$ cat src/rtl/panel_spi_pkg.sv
package panel_spi_pkg;

  localparam int FRAME_BITS  = 24;
  localparam int ADDR_W      = 8;
  localparam int VALUE_W     = 16;
  localparam int JOB_SLOTS   = 2;
  localparam int SLOT_IDX_W  = (JOB_SLOTS > 1) ? $clog2(JOB_SLOTS) : 1;
  localparam int SLOT_CNT_W  = $clog2(JOB_SLOTS + 1);

  localparam logic [7:0]         SEL_PREFIX  = 8'h74;
  localparam logic [7:0]         VAL_PREFIX  = 8'h76;
  localparam logic [ADDR_W-1:0]  REG_POWER   = 8'h11;
  localparam logic [ADDR_W-1:0]  REG_DRIVE   = 8'h01;
  localparam logic [VALUE_W-1:0] POWER_WAKE  = 16'h0000;
  localparam logic [VALUE_W-1:0] POWER_SLEEP = 16'h0001;
  localparam logic [VALUE_W-1:0] DRIVE_BASE  = 16'h2AEF;
  // option bits: 8 scan L->R, 9 scan T->B, 11 BGR order, 13 normal display
  localparam logic [VALUE_W-1:0] DRIVE_OPTS  = 16'h2B00;

  typedef enum logic [1:0] {JOB_NONE, JOB_INIT, JOB_SHUT, JOB_USER} job_e;

  typedef struct packed {
    logic [ADDR_W-1:0]  addr;
    logic [VALUE_W-1:0] value;
  } reg_write_t;

  function automatic logic [VALUE_W-1:0] drive_word(input logic [VALUE_W-1:0] opts);
    return (DRIVE_BASE & ~DRIVE_OPTS) | (opts & DRIVE_OPTS);
  endfunction

  function automatic logic [FRAME_BITS-1:0] select_frame(input logic [ADDR_W-1:0] addr);
    return {SEL_PREFIX, 8'h00, addr};
  endfunction

  function automatic logic [FRAME_BITS-1:0] value_frame(input logic [VALUE_W-1:0] value);
    return {VAL_PREFIX, value};
  endfunction

  function automatic job_e pick_job(input logic want_init, input logic want_shut,
                                    input logic want_user);
    if (want_init)      return JOB_INIT;
    else if (want_shut) return JOB_SHUT;
    else if (want_user) return JOB_USER;
    else                return JOB_NONE;
  endfunction

endpackage

$ cat src/rtl/panel_spi_shifter.sv
module panel_spi_shifter
  import panel_spi_pkg::*;
#(
  parameter int SCK_HALF = 2,
  parameter int BITS     = FRAME_BITS
) (
  input  logic            clk,
  input  logic            rst_n,
  input  logic            start,
  input  logic [BITS-1:0] word,
  output logic            sck,
  output logic            mosi,
  output logic            cs_n,
  output logic            frame_done
);
  localparam int GAP_LEN = 2 * SCK_HALF;
  localparam int CW      = $clog2(GAP_LEN + 1);
  localparam int BW      = $clog2(BITS);
  localparam logic [CW-1:0] HALF_END = CW'(SCK_HALF - 1);
  localparam logic [CW-1:0] GAP_END  = CW'(GAP_LEN - 1);
  localparam logic [BW-1:0] LAST_BIT = BW'(BITS - 1);

  typedef enum logic [2:0] {SH_IDLE, SH_LEAD, SH_LOW, SH_HIGH, SH_GAP} sh_state_e;

  sh_state_e       st;
  logic [CW-1:0]   cnt;
  logic [BW-1:0]   bit_no;
  logic [BITS-1:0] sh;
  logic            sck_q, cs_q, mosi_q, done_q;

  wire half_over = (cnt == HALF_END);
  wire gap_over  = (st == SH_GAP) && (cnt == GAP_END);

  always_ff @(posedge clk or negedge rst_n) begin
    if (!rst_n) begin
      st <= SH_IDLE; cnt <= '0; bit_no <= '0; sh <= '0;
      sck_q <= 1'b1; cs_q <= 1'b1; mosi_q <= 1'b0; done_q <= 1'b0;
    end else begin
      done_q <= gap_over;
      unique case (st)
        SH_IDLE: if (start) begin
          sh <= word; mosi_q <= word[BITS-1]; cs_q <= 1'b0;
          cnt <= '0; st <= SH_LEAD;
        end
        SH_LEAD: if (half_over) begin
          sck_q <= 1'b0; cnt <= '0; bit_no <= '0; st <= SH_LOW;
        end else cnt <= cnt + 1'b1;
        SH_LOW: if (half_over) begin
          sck_q <= 1'b1; cnt <= '0; st <= SH_HIGH;
        end else cnt <= cnt + 1'b1;
        SH_HIGH: if (half_over) begin
          cnt <= '0;
          if (bit_no == LAST_BIT) begin
            cs_q <= 1'b1; mosi_q <= 1'b0; st <= SH_GAP;
          end else begin
            bit_no <= bit_no + 1'b1;
            sh     <= {sh[BITS-2:0], 1'b0};
            mosi_q <= sh[BITS-2];
            sck_q  <= 1'b0;
            st     <= SH_LOW;
          end
        end else cnt <= cnt + 1'b1;
        SH_GAP: if (gap_over) begin
          cnt <= '0; st <= SH_IDLE;
        end else cnt <= cnt + 1'b1;
        default: st <= SH_IDLE;
      endcase
    end
  end

  assign sck        = sck_q;
  assign mosi       = mosi_q;
  assign cs_n       = cs_q;
  assign frame_done = done_q;
endmodule

$ cat src/rtl/panel_spi_jobsel.sv
module panel_spi_jobsel
  import panel_spi_pkg::*;
(
  input  logic                            busy,
  input  logic                            init_go,
  input  logic                            shut_go,
  input  logic                            wr_req,
  input  logic [VALUE_W-1:0]              mode_word,
  input  logic [ADDR_W-1:0]               wr_reg,
  input  logic [VALUE_W-1:0]              wr_data,
  output logic                            accept,
  output reg_write_t [JOB_SLOTS-1:0]      list,
  output logic [SLOT_CNT_W-1:0]           count
);
  job_e kind;

  always_comb begin
    kind   = pick_job(init_go, shut_go, wr_req);
    accept = !busy && (kind != JOB_NONE);
    list   = '0;
    count  = '0;
    unique case (kind)
      JOB_INIT: begin
        list[0] = '{addr: REG_POWER, value: POWER_WAKE};
        list[1] = '{addr: REG_DRIVE, value: drive_word(mode_word)};
        count   = SLOT_CNT_W'(2);
      end
      JOB_SHUT: begin
        list[0] = '{addr: REG_POWER, value: POWER_SLEEP};
        count   = SLOT_CNT_W'(1);
      end
      JOB_USER: begin
        list[0] = '{addr: wr_reg, value: wr_data};
        count   = SLOT_CNT_W'(1);
      end
      default: ;
    endcase
  end
endmodule

$ cat src/rtl/panel_spi_seq.sv
module panel_spi_seq
  import panel_spi_pkg::*;
(
  input  logic                        clk,
  input  logic                        rst_n,
  input  logic                        accept,
  input  reg_write_t [JOB_SLOTS-1:0]  list,
  input  logic [SLOT_CNT_W-1:0]       count,
  input  logic                        frame_done,
  output logic                        frame_start,
  output logic [FRAME_BITS-1:0]       frame_word,
  output logic                        busy,
  output logic                        done
);
  typedef enum logic [1:0] {SQ_IDLE, SQ_LOAD, SQ_WAIT} sq_state_e;

  sq_state_e                  st;
  reg_write_t [JOB_SLOTS-1:0] held;
  logic [SLOT_CNT_W-1:0]      held_cnt;
  logic [SLOT_IDX_W-1:0]      slot;
  logic                       value_phase;
  logic                       done_q;

  wire last_slot = (SLOT_CNT_W'(slot) + SLOT_CNT_W'(1)) == held_cnt;

  always_ff @(posedge clk or negedge rst_n) begin
    if (!rst_n) begin
      st <= SQ_IDLE; held <= '0; held_cnt <= '0; slot <= '0;
      value_phase <= 1'b0; done_q <= 1'b0;
    end else begin
      done_q <= 1'b0;
      unique case (st)
        SQ_IDLE: if (accept) begin
          held <= list; held_cnt <= count; slot <= '0;
          value_phase <= 1'b0; st <= SQ_LOAD;
        end
        SQ_LOAD: st <= SQ_WAIT;
        SQ_WAIT: if (frame_done) begin
          if (!value_phase) begin
            value_phase <= 1'b1; st <= SQ_LOAD;
          end else if (!last_slot) begin
            value_phase <= 1'b0; slot <= slot + 1'b1; st <= SQ_LOAD;
          end else begin
            st <= SQ_IDLE; done_q <= 1'b1;
          end
        end
        default: st <= SQ_IDLE;
      endcase
    end
  end

  assign frame_start = (st == SQ_LOAD);
  assign frame_word  = value_phase ? value_frame(held[slot].value)
                                   : select_frame(held[slot].addr);
  assign busy        = (st != SQ_IDLE);
  assign done        = done_q;
endmodule

$ cat src/rtl/panel_spi_ctrl.sv
module panel_spi_ctrl
  import panel_spi_pkg::*;
#(
  parameter int SCK_HALF = 2
) (
  input  logic        clk,
  input  logic        rst_n,
  input  logic        init_go,
  input  logic        shut_go,
  input  logic [15:0] mode_word,
  input  logic        wr_req,
  input  logic [7:0]  wr_reg,
  input  logic [15:0] wr_data,
  output logic        sck,
  output logic        mosi,
  output logic        cs_n,
  output logic        busy,
  output logic        done
);
  logic                       accept;
  reg_write_t [JOB_SLOTS-1:0] list;
  logic [SLOT_CNT_W-1:0]      count;
  logic                       frame_start;
  logic                       frame_done;
  logic [FRAME_BITS-1:0]      frame_word;

  panel_spi_jobsel u_jobsel (
    .busy(busy), .init_go(init_go), .shut_go(shut_go), .wr_req(wr_req),
    .mode_word(mode_word), .wr_reg(wr_reg), .wr_data(wr_data),
    .accept(accept), .list(list), .count(count)
  );

  panel_spi_seq u_seq (
    .clk(clk), .rst_n(rst_n), .accept(accept), .list(list), .count(count),
    .frame_done(frame_done), .frame_start(frame_start), .frame_word(frame_word),
    .busy(busy), .done(done)
  );

  panel_spi_shifter #(.SCK_HALF(SCK_HALF), .BITS(FRAME_BITS)) u_shift (
    .clk(clk), .rst_n(rst_n), .start(frame_start), .word(frame_word),
    .sck(sck), .mosi(mosi), .cs_n(cs_n), .frame_done(frame_done)
  );
endmodule

$ cat config.mk
export PLATFORM = sky130hd
export DESIGN_NAME = panel_spi_ctrl
export DESIGN_NICKNAME = d
export VERILOG_FILES = /design/src/rtl/panel_spi_pkg.sv /design/src/rtl/panel_spi_shifter.sv /design/src/rtl/panel_spi_jobsel.sv /design/src/rtl/panel_spi_seq.sv /design/src/rtl/panel_spi_ctrl.sv
export SDC_FILE = /design/constraint.sdc
export NUM_CORES = 1
export LEC_CHECK = 0
export BUFFER_PORTS_ARGS = -buffer_cell sky130_fd_sc_hd__buf_2
export CAP_MARGIN = 30
export CORE_MARGIN = 3
export CORE_UTILIZATION = 30
export CTS_BUF_LIST = sky130_fd_sc_hd__clkbuf_4 sky130_fd_sc_hd__clkbuf_8
export DETAILED_ROUTE_END_ITERATION = 8
export PLACE_DENSITY_LB_ADDON = 0.25
export SYNTH_ARGS = -nofsm -noshare
export SYNTH_HDL_FRONTEND = slang
export SYNTH_HIERARCHICAL = 1
export SYNTH_SLANG_ARGS = --single-unit
$ cat constraint.sdc
create_clock -name clk -period 1.79 [get_ports clk]
set_input_delay 0.0895 -clock clk [delete_from_list [all_inputs] [get_ports clk]]
set_output_delay 0.0895 -clock clk [all_outputs]
set_load 0.005 [all_outputs]
==> out/summary.txt <==
Outcome: finished, final reports clean
Die area: 17,900 um2
Gr usage total: 0.1168
Syn Inst Count: 415
P&R area growth vs syn: 13.23%
Crit-path slowest cell: dfrtp_1
Core box area: 15,940 um2
Detailed Place HPWL: 6649 um
Post-layout util: 0.3480
Dpl cell area: 5264 um2
# fillers: 1,595
Initial antenna violation count: 0
Setup crit end kind: flop
Busiest grt layer: met2
Starting Density: 0.3073
# clock sinks: 93
Hold Path End: u_seq/held[7]
Ys Warns: 6
Met3 Use GR: 0.03488
Fmax achieved: 0.5701 GHz
Port Buffers: 37
Min-Delay Path Depth: 3
Worst-Margin Slew: 547.1 ps
DP Cell Count: 655
Final wirelength: 9770 um
Clock transition at path regs: 100 ps
Synth area leader: dfrtp_1
Top-area cell type share of the netlist area: 0.4648
Asr flop ratio synth: 1.000
Final Non-Filler Cells: 676
EDFF count, synth: 0
First-pass GRT wire length: 16,790 um
Residual DRC count: 0
Layout cells sized above 1: 0.3109
Die Wd: 133.8 um
Inserted Diodes: 0
Final setup violation count: 0
Max H-tree Level: 3
Met1 usage in global routing: 0.1599
Worst r2r dst: u_seq/held[39]
CP max stage delay: 390 ps
CTS Root Cell: clkbuf_8
CP Data Required Time: 2050 ps
Grt met2 use: 0.1808
Global route total overflow: 0
CTS Buffer Depth: 2
Commonest cells after routing, fill and taps aside: dfrtp_1, buf_2, mux2i_1
CTS buffer count: 9
Setup crit start: u_seq/st[0]
Largest net degree at the start of global routing: 52
Worst hold path class: in -> reg
Wire per inst: 14.45 um
Detailed-route via count: 3,180
Routability cong.: 0.7005
Crit path kind: reg -> reg
CTS tree: done
Vias in the first global route: 3,282
Maxcap violations: 0
Top-level port count: 50
CP Launch Type: flop
Leakage: 2.520 nW
Rel. slew slack: 0.6336
Starting DRT DRC Count: 178
DR pass1 iterations: 4
Final min period: 1754 ps
Vias/cell: 4.704
Max FO, Critical Path: 9
Setup TNS: 0 ps
Crit path buffers/inverters: 2
Critical Path, Cell by Cell: or2_4 -> nor2_2 -> inv_1 -> nor2_8 -> buf_4 -> mux2_2
VDD IR max: 0.0005048 V
Ys flop type: dfrtp_1
Hold path startpoint: wr_data[7]
Critical path arrival: 2010 ps
R2r startpoint: u_seq/st[0]
CP delay by family, top: simple AND/OR/NAND/NOR gates
Most common cell after layout, fill and taps aside: dfrtp_1
Finished Cell Area: 5548 um2
Worst skew pair latency: 380 ps
Area of the multi-input gates: 2218 um2
Pwr Density: 1570 nW/um2
Pre-CTS WS: 31.24 ps
Fin. Hold Viols: 0
FP Rows: 46
Final Max Tran Viols: 0
Antenna Violating Nets Remaining: 0
Reg area: 2330 um2
Sequential share of the synthesized area: 0.4755
Synth top area cells: dfrtp_1, mux2i_1, mux2_1, mux2_2, buf_4
Syn_area_per_cell: 11.81 um2
Reg2reg path depth: 6
Fin Clk Skew: 14.05 ps
Period utilisation layout: 0.9800
Cell variety after synth: 56
Synthesized flop and latch total: 93
Die Height: 133.8 um
Nets: 504
Mapped cell area: 4900 um2
Final setup margin: 35.86 ps
R2R Setup Slk: 40 ps
Unrepaired setup endpoints after global routing: true
==> kinds of logic (layout without fill, tap and decap cells) <==
family | Yosys count | in the layout | share of synthesized area
flops | 93 | 93 | 0.4755
compound gates | 82 | 82 | 0.1024
buf+inv | 61 | 90 | 0.08605
fa+ha+maj | 4 | 4 | 0.01021
other cells | 3 | 19 | 0.002298
simple gates | 80 | 80 | 0.1021
mux | 92 | 92 | 0.2214
==> cell type report <==
type                       instances  area share
clock buffer                      11     0.02616
clock inverter                     5     0.01195
inverter                           7    0.004736
multi-input combinational        277      0.3999
sequential                        93      0.4199
tap                              216     0.04871
timing repair buffer              67     0.08863
==> state kept, by name, summed over array words and instances, names as in the netlist <==
name,count
u_shift/sck,1
u_seq/held,48
u_shift/sh,23
u_shift/cnt,3
u_shift/st,3
u_seq/value_phase,1
u_seq/slot,1
u_seq/done,1
u_shift/mosi,1
u_shift/frame_done,1
u_shift/bit_no,5
u_seq/st,2
u_shift/cs_n,1
u_seq/held_cnt,2
==> power by group <==
part,internal [mW],switching [mW],total [mW]
logic,1.98,1.81,3.78
clock network,0.717,0.797,1.51
registers,2.94,0.476,3.42
==> worst register-to-register path, cell delays in order (launching register included) <==
cell     delay [ps]
dfrtp_1         390
or2_4           270
nor2_2          140
inv_1           110
nor2_8          180
buf_4           210
mux2_2          350
==> metal layers <==
metal | share of wire | routed length (um)
met1 | 0.48 | 4698
met3 | 0.037 | 360
met2 | 0.47 | 4617
met5 | 0 | 0
met4 | 0.0095 | 93
==> timing repair <==
| item | 4_1_cts | 5_1_grt |
|---|---|---|
| hold buffers | 3 | 0 |
| endpoints found under the hold margin | 29 | 0 |
| gates resized for setup | 0 | 4 |
| buffers inserted | 0 | 1 |
| endpoints found under the setup margin | 0 | 62 |
==> metrics by stage <==
step                      hold slack, ps  power [mW]
after floorplan                   -206.1       6.245
after global placement             73.91       7.017
after detailed placement           76.10       7.182
after CTS                          6.105       8.731
after global routing               16.13       9.408
final                              31.33       8.713
==> synth_stat cells, types with 3 or more instances <==
master,instances
inv_1,6
buf_6,9
mux2i_1,33
mux2_1,29
and2_1,7
buf_2,5
clkbuf_1,6
ha_1,4
nor2b_1,5
nor2_1,16
o21ai_1,30
buf_4,31
mux2_2,22
conb_1,3
a21oi_1,7
dfrtp_1,91
a21o_1,4
and2_2,18
mux4_2,8
nand4b_1,3
o21ai_0,20
nand2_1,11
==> how the worst max path moves through the flow <==
stage	end	slack (ps)	depth (start not counted)
2_1_floorplan	u_shift/sh[10]	80	7
6_report	u_seq/held[39]	40	6
3_5_place_dp	u_seq/held[44]	30	6
3_3_place_gp	u_seq/held[19]	60	4
5_1_grt	u_seq/held[36]	-40	6
4_1_cts	u_seq/held[41]	30	6
No activity file was read; power rests on OpenSTA's default activity.
